--- src/rtl/tri_pwm_pkg.sv ---
package tri_pwm_pkg;

  localparam int NPH = 3;

  typedef enum logic [1:0] {
    CM_UPDN = 2'd0,
    CM_UP   = 2'd1,
    CM_DOWN = 2'd2,
    CM_HOLD = 2'd3
  } cmode_e;

  typedef enum logic [2:0] {
    PS_OFF    = 3'd0,
    PS_LS_ON  = 3'd1,
    PS_HS_ON  = 3'd2,
    PS_RSV3   = 3'd3,
    PS_RSV4   = 3'd4,
    PS_LS_PWM = 3'd5,
    PS_HS_PWM = 3'd6,
    PS_COMP   = 3'd7
  } pstate_e;

endpackage

--- src/rtl/pwm_ramp.sv ---
module pwm_ramp
  import tri_pwm_pkg::*;
#(
  parameter int W = 12
) (
  input  logic                  clk,
  input  logic                  rst_n,
  input  logic                  en,
  input  logic [1:0]            mode,
  input  logic [W-1:0]          period_in,
  input  logic [NPH-1:0][W-1:0] duty_in,
  output logic [W-1:0]          cnt_q,
  output logic [W-1:0]          prd_q,
  output logic [NPH-1:0][W-1:0] duty_q
);

  localparam logic [W-1:0] ONE = {{(W-1){1'b0}}, 1'b1};

  cmode_e       mode_e;
  logic [W-1:0] cnt_d;
  logic         dn_q, dn_d;
  logic         ld;

  assign mode_e = cmode_e'(mode);

  always_comb begin
    cnt_d = cnt_q;
    dn_d  = dn_q;
    ld    = 1'b0;
    if (!en) begin
      cnt_d = '0;
      dn_d  = 1'b0;
      ld    = 1'b1;
    end else begin
      case (mode_e)
        CM_UP: begin
          if (cnt_q >= prd_q) begin
            cnt_d = '0;
            ld    = 1'b1;
          end else begin
            cnt_d = cnt_q + ONE;
          end
        end
        CM_DOWN: begin
          if (cnt_q == '0) begin
            cnt_d = period_in;
            ld    = 1'b1;
          end else begin
            cnt_d = cnt_q - ONE;
          end
        end
        CM_UPDN: begin
          if (!dn_q) begin
            if (cnt_q >= prd_q) begin
              dn_d  = 1'b1;
              cnt_d = (cnt_q == '0) ? '0 : cnt_q - ONE;
            end else begin
              cnt_d = cnt_q + ONE;
            end
          end else if (cnt_q == '0) begin
            dn_d  = 1'b0;
            ld    = 1'b1;
            cnt_d = (period_in == '0) ? '0 : ONE;
          end else begin
            cnt_d = cnt_q - ONE;
          end
        end
        default: ;
      endcase
    end
  end

  always_ff @(posedge clk or negedge rst_n) begin
    if (!rst_n) begin
      cnt_q  <= '0;
      dn_q   <= 1'b0;
      prd_q  <= '0;
      duty_q <= '0;
    end else begin
      cnt_q <= cnt_d;
      dn_q  <= dn_d;
      if (ld) begin
        prd_q  <= period_in;
        duty_q <= duty_in;
      end
    end
  end


  cnt_range_chk: assert property (@(posedge clk) disable iff (!rst_n)
    cnt_q <= prd_q);


  prd_steady_chk: assert property (@(posedge clk) disable iff (!rst_n)
    (en && mode == CM_UP && $past(en) && $past(mode) == CM_UP && cnt_q != '0)
      |-> $stable(prd_q));

endmodule

--- src/rtl/gate_stage.sv ---
module gate_stage
  import tri_pwm_pkg::*;
#(
  parameter int W       = 12,
  parameter int DT_STEP = 40
) (
  input  logic         clk,
  input  logic         rst_n,
  input  logic         en,
  input  logic         hiz,
  input  logic [W-1:0] cnt,
  input  logic [W-1:0] prd,
  input  logic [W-1:0] duty,
  input  logic [2:0]   state,
  input  logic [2:0]   dt_code,
  output logic         hs_q,
  output logic         ls_q
);

  localparam int RUN_MAX = 7 * DT_STEP;
  localparam int RUN_W   = $clog2(RUN_MAX + 1);

  pstate_e          st_e;
  logic             pwm;
  logic             want_h, want_l;
  logic [RUN_W-1:0] eff_dt;
  logic [RUN_W-1:0] run_h_q, run_h_d, run_l_q, run_l_d;
  logic             hs_d, ls_d;

  assign st_e   = pstate_e'(state);
  assign pwm    = (duty != '0) && ((duty >= prd) || (cnt < duty));
  assign eff_dt = (st_e == PS_COMP) ? RUN_W'(32'(dt_code) * DT_STEP) : '0;

  always_comb begin
    want_h = 1'b0;
    want_l = 1'b0;
    if (en && !hiz) begin
      case (st_e)
        PS_LS_ON:  want_l = 1'b1;
        PS_HS_ON:  want_h = 1'b1;
        PS_LS_PWM: want_l = pwm;
        PS_HS_PWM: want_h = pwm;
        PS_COMP: begin
          want_h = pwm;
          want_l = !pwm;
        end
        default: ;
      endcase
    end
  end

  always_comb begin
    run_h_d = !want_h ? '0 : ((run_h_q < eff_dt) ? run_h_q + 1'b1 : run_h_q);
    run_l_d = !want_l ? '0 : ((run_l_q < eff_dt) ? run_l_q + 1'b1 : run_l_q);
    hs_d    = want_h && (run_h_q >= eff_dt);
    ls_d    = want_l && (run_l_q >= eff_dt);
  end

  always_ff @(posedge clk or negedge rst_n) begin
    if (!rst_n) begin
      run_h_q <= '0;
      run_l_q <= '0;
      hs_q    <= 1'b0;
      ls_q    <= 1'b0;
    end else begin
      run_h_q <= run_h_d;
      run_l_q <= run_l_d;
      hs_q    <= hs_d;
      ls_q    <= ls_d;
    end
  end


  no_overlap_chk: assert property (@(posedge clk) disable iff (!rst_n)
    !(hs_q && ls_q));


  hiz_off_chk: assert property (@(posedge clk) disable iff (!rst_n)
    hiz |=> (!hs_q && !ls_q));


  rsv_off_chk: assert property (@(posedge clk) disable iff (!rst_n)
    (state == 3'd3 || state == 3'd4) |=> (!hs_q && !ls_q));


  dis_off_chk: assert property (@(posedge clk) disable iff (!rst_n)
    !en |=> (!hs_q && !ls_q));

endmodule

--- src/rtl/tri_phase_pwm.sv ---
module tri_phase_pwm
  import tri_pwm_pkg::*;
#(
  parameter int CNT_W   = 12,
  parameter int DT_STEP = 40
) (
  input  logic             clk,
  input  logic             rst_n,
  input  logic             gen_en,
  input  logic [1:0]       cnt_mode,
  input  logic [CNT_W-1:0] period,
  input  logic [CNT_W-1:0] duty_a,
  input  logic [CNT_W-1:0] duty_b,
  input  logic [CNT_W-1:0] duty_c,
  input  logic [2:0]       state_a,
  input  logic [2:0]       state_b,
  input  logic [2:0]       state_c,
  input  logic [2:0]       dt_code,
  input  logic             hiz_req,
  output logic             hs_a,
  output logic             ls_a,
  output logic             hs_b,
  output logic             ls_b,
  output logic             hs_c,
  output logic             ls_c
);

  logic [1:0]                rs_q;
  logic                      rst_core_n;
  logic [NPH-1:0][CNT_W-1:0] duty_in, duty_w;
  logic [NPH-1:0][2:0]       state_in;
  logic [CNT_W-1:0]          cnt_w, prd_w;
  logic [NPH-1:0]            hs_w, ls_w;

  always_ff @(posedge clk or negedge rst_n) begin
    if (!rst_n) rs_q <= 2'b00;
    else        rs_q <= {rs_q[0], 1'b1};
  end
  assign rst_core_n = rs_q[1];

  assign duty_in  = {duty_c, duty_b, duty_a};
  assign state_in = {state_c, state_b, state_a};

  pwm_ramp #(.W(CNT_W)) u_ramp (
    .clk       (clk),
    .rst_n     (rst_core_n),
    .en        (gen_en),
    .mode      (cnt_mode),
    .period_in (period),
    .duty_in   (duty_in),
    .cnt_q     (cnt_w),
    .prd_q     (prd_w),
    .duty_q    (duty_w)
  );

  for (genvar p = 0; p < NPH; p++) begin : g_phase
    gate_stage #(.W(CNT_W), .DT_STEP(DT_STEP)) u_gate (
      .clk     (clk),
      .rst_n   (rst_core_n),
      .en      (gen_en),
      .hiz     (hiz_req),
      .cnt     (cnt_w),
      .prd     (prd_w),
      .duty    (duty_w[p]),
      .state   (state_in[p]),
      .dt_code (dt_code),
      .hs_q    (hs_w[p]),
      .ls_q    (ls_w[p])
    );
  end

  assign hs_a = hs_w[0];
  assign ls_a = ls_w[0];
  assign hs_b = hs_w[1];
  assign ls_b = ls_w[1];
  assign hs_c = hs_w[2];
  assign ls_c = ls_w[2];

endmodule

--- config.mk ---
export PLATFORM = sky130hd
export DESIGN_NAME = tri_phase_pwm
export DESIGN_NICKNAME = d
export VERILOG_FILES = /design/src/rtl/tri_pwm_pkg.sv /design/src/rtl/pwm_ramp.sv /design/src/rtl/gate_stage.sv /design/src/rtl/tri_phase_pwm.sv
export SDC_FILE = /design/constraint.sdc
export NUM_CORES = 1
export LEC_CHECK = 0
export BUFFER_PORTS_ARGS = -buffer_cell sky130_fd_sc_hd__buf_2
export CORE_MARGIN = 10
export CORE_UTILIZATION = 25
export DETAILED_ROUTE_END_ITERATION = 8
export SLEW_MARGIN = 10
export SYNTH_ARGS = -nofsm -noshare
export SYNTH_HDL_FRONTEND = slang
export SYNTH_SLANG_ARGS = --single-unit
--- constraint.sdc ---
create_clock -name clk -period 5.8 [get_ports clk]
set_clock_uncertainty 0.15 [all_clocks]
set_input_delay 0.29 -clock clk [delete_from_list [all_inputs] [get_ports clk]]
set_output_delay 0.29 -clock clk [all_outputs]
set_load 0.005 [all_outputs]
==> results.sh <==
export IMPL_synth_top_area_share_pct=31.9
export IMPL_die_x_um=216
export IMPL_grt_met3_usage_pct=2.70
export IMPL_drv_slew=0
export IMPL_area_growth_syn_to_layout_pct=20.1
export IMPL_power_density_nw_per_um2=256
export IMPL_clk_pin_slew_worst_paths_ns=0.06
export IMPL_cts_root_buffer="clkbuf_16"
export IMPL_wl_um=28800
export IMPL_crit_type="reg -> reg"
export IMPL_drive_gt1_share_pct=12.3
export IMPL_synth_seq_cells=123
export IMPL_place_ws_ns=1.83
export IMPL_grtUsageMet2_pct=19.9
export IMPL_via_per_inst=5.07
export IMPL_layout_common_cells="135 x ha_1, 122 x dfrtp_1, 101 x nand2_1, 87 x inv_1, 71 x buf_2"
export IMPL_timing_critical_path_to_type="register"
export IMPL_fin_total_pwr_mw=2.96
export IMPL_cts_sinks=123
export IMPL_dieArea_sq_um=46900
export IMPL_hold_viol_final=0
export IMPL_postSynthCellCount=1063
export IMPL_fin_nets=1365
export IMPL_num_vias=8555
export IMPL_clock_path_buffers=2
export IMPL_synth_area_leaders="dfrtp_1 32%, ha_1 18%, nand2_1 3.9%, mux2_2 3.6%, inv_1 3.4%"
export IMPL_async_reset_ff_share_pct=100
export IMPL_place_congestion=0.886
export IMPL_grt_max_degree=64
export IMPL_p_leak_nw=5.16
export IMPL_hpwl_um=21600
export IMPL_die_h_um=216
export IMPL_clk_latency_ns=0.44
export IMPL_min_period_over_period_pct=68.9
export IMPL_worst_pin_slew_ns=1.18
export IMPL_startpoint_type="register"
export IMPL_top_usage_layer="met2"
export IMPL_rows=71
export IMPL_wl_per_cell_um=17.0
export IMPL_grt_pass1_vias=8303
export IMPL_cts_htree_levels=4
export IMPL_drtIter0Drc=675
export IMPL_min_path_type="in -> reg"
export IMPL_yosysSeqAreaShare_pct=31.9
export IMPL_ir_worst_vdd_uv=212
export IMPL_layout_commonest_cell="ha_1"
export IMPL_first_pass_iters=6
export IMPL_grt_pass1_wl_um=45800
export IMPL_setup_violations=0
export IMPL_grt_total_usage_pct=12.3
export IMPL_syn_area_sq_um=9650
export IMPL_antenna_found_initial=2
export IMPL_io_pins=72
export IMPL_drtAntennaViolNets=0
export IMPL_slew_headroom_pct=21.1
export IMPL_initial_core_util_pct=25.5
export IMPL_required_ns=5.97
export IMPL_finalSetupTns_ns=0
export IMPL_n_antenna_cell=0
export IMPL_max_cap_viol_count=0
export IMPL_worst_path_max_fanout=48
export IMPL_outcome="complete, no violations"
export IMPL_rsz0062_at_grt="no"
export IMPL_cts_made_buffers=17
export IMPL_grt_ovfl_total=0
export IMPL_cts_resized=0
export IMPL_yosys_warnings=0
export IMPL_synth_ff_type="dfrtp_1"
export IMPL_grt_util_met1_pct=15.9
export IMPL_finish_utilization_pct=30.6
export IMPL_synthDistinctLibCells=64
export IMPL_min_period_ns=4.00
export IMPL_arrival_ns=4.17
export IMPL_max_freq_ghz=0.250
export IMPL_nFillCells=3988
export IMPL_core_area_sq_um=37800
export IMPL_cts_tree="built"
export IMPL_fin_ws_ns=1.80
export IMPL_synth_nets=1264
export IMPL_synth_largest_area_cell="dfrtp_1"
export IMPL_synth_edf_count=0
export IMPL_syn_avg_cell_area_sq_um=9.08
export IMPL_io_buffers=71
export IMPL_drc=0
## through the flow
stage / instance area (sq um) / hold slack (ns) / std cells
5_1_grt: 11600 / 0.0307 / 1688
3_3_place_gp: 10500 / -0.0746 / 1611
4_1_cts: 11600 / 0.00209 / 1688
2_1_floorplan: 9650 / -0.156 / 1063
6_report: 11600 / 0.0168 / 1688
3_5_place_dp: 10500 / -0.0720 / 1611
## sequential cells by signal, summed over array words and instances (netlist names)
name	flops
g_phase.u_gate.run_h_q	27
g_phase.u_gate.hs_q	3
g_phase.u_gate.run_l_q	27
g_phase.u_gate.ls_q	3
u_ramp.cnt_q	12
rs_q	2
u_ramp.duty_q	36
u_ramp.dn_q	1
u_ramp.prd_q	12
## logic make-up (layout without fill, tap and decap cells)
kind of cell	after synthesis	count (layout)	synth area share [%]
flops	123	123	31.9
xor+xnor	41	41	3.72
other cells	1	1	0.0389
compound gates	210	210	14.5
mux	75	75	8.44
fa+ha+maj	135	135	17.5
simple gates	355	355	18.9
buf+inv	123	237	5.06
## power breakdown
part	internal (mW)	switching, mW
clock network	0.732	0.399
logic	0.340	0.438
registers	0.923	0.133
total	1.99	0.970
## worst max-delay path, stage by stage (launching register included)
cell	delay, ns
dfrtp_1	0.62
ha_1	0.33
a21o_1	0.18
a21o_1	0.20
a2111oi_4	0.67
nand2_1	0.36
a311oi_4	0.36
buf_4	0.56
mux2_2	0.41
## Yosys cell counts (all sizes together), types with 3 or more instances
library cell,n
or2,3
and3,12
nor3b,4
a31oi,15
nor2b,6
and4,9
or3,18
nand2b,5
nor4b,7
nor2,68
nand4,19
and2,8
inv,87
o21a,5
a22oi,4
nand4b,6
a2111oi,3
a221oi,5
a21boi,4
o21ai,50
nor4,17
o311ai,3
a21o,11
o31ai,6
xor2,19
clkbuf,22
a32oi,8
a21oi,51
mux2i,24
xnor2,22
nor3,25
nand2,101
mux2,51
nand3,34
or4b,3
or4,9
ha,135
o2111ai,3
dfrtp,123
buf,14
a311oi,10
a211oi,14
## metal layers
metal  part of all wire (%)  vias up
li1                       -     4105
met1                     46     4161
met2                     47      239
met3                    5.1       50
met4                    1.8        0
met5                      0        -
## timing repair
action                    in CTS  in global routing
buffers inserted               0                  0
hold buffers                  45                  0
hold endpoints to repair      45                  0
## area by class of cell
class / instances / area, sq um / share of cell area [%]
clock inverters: 6 / 109 / 0.940
multi-input cells: 817 / 6100 / 52.6
inverters: 87 / 327 / 2.82
well taps: 511 / 639 / 5.52
repair buffers: 118 / 821 / 7.09
flip-flops and latches: 123 / 3080 / 26.6
clock buffers: 26 / 509 / 4.40
## final timing paths
path	start	end	slack [ns]	depth (start not counted)
max	u_ramp.cnt_q[9]	u_ramp.duty_q[3]	1.80	8
min	period[1]	u_ramp.prd_q[1]	0.02	2
max reg2reg	u_ramp.cnt_q[9]	u_ramp.duty_q[3]	1.80	8
min reg2reg	rs_q[0]	rs_q[1]	0.20	0
max in group asynchronous	rs_q[1]	u_ramp.duty_q[1]	3.86	1
min in group asynchronous	rs_q[1]	u_ramp.cnt_q[3]	0.30	0
Power figures use the tool's default switching activity.
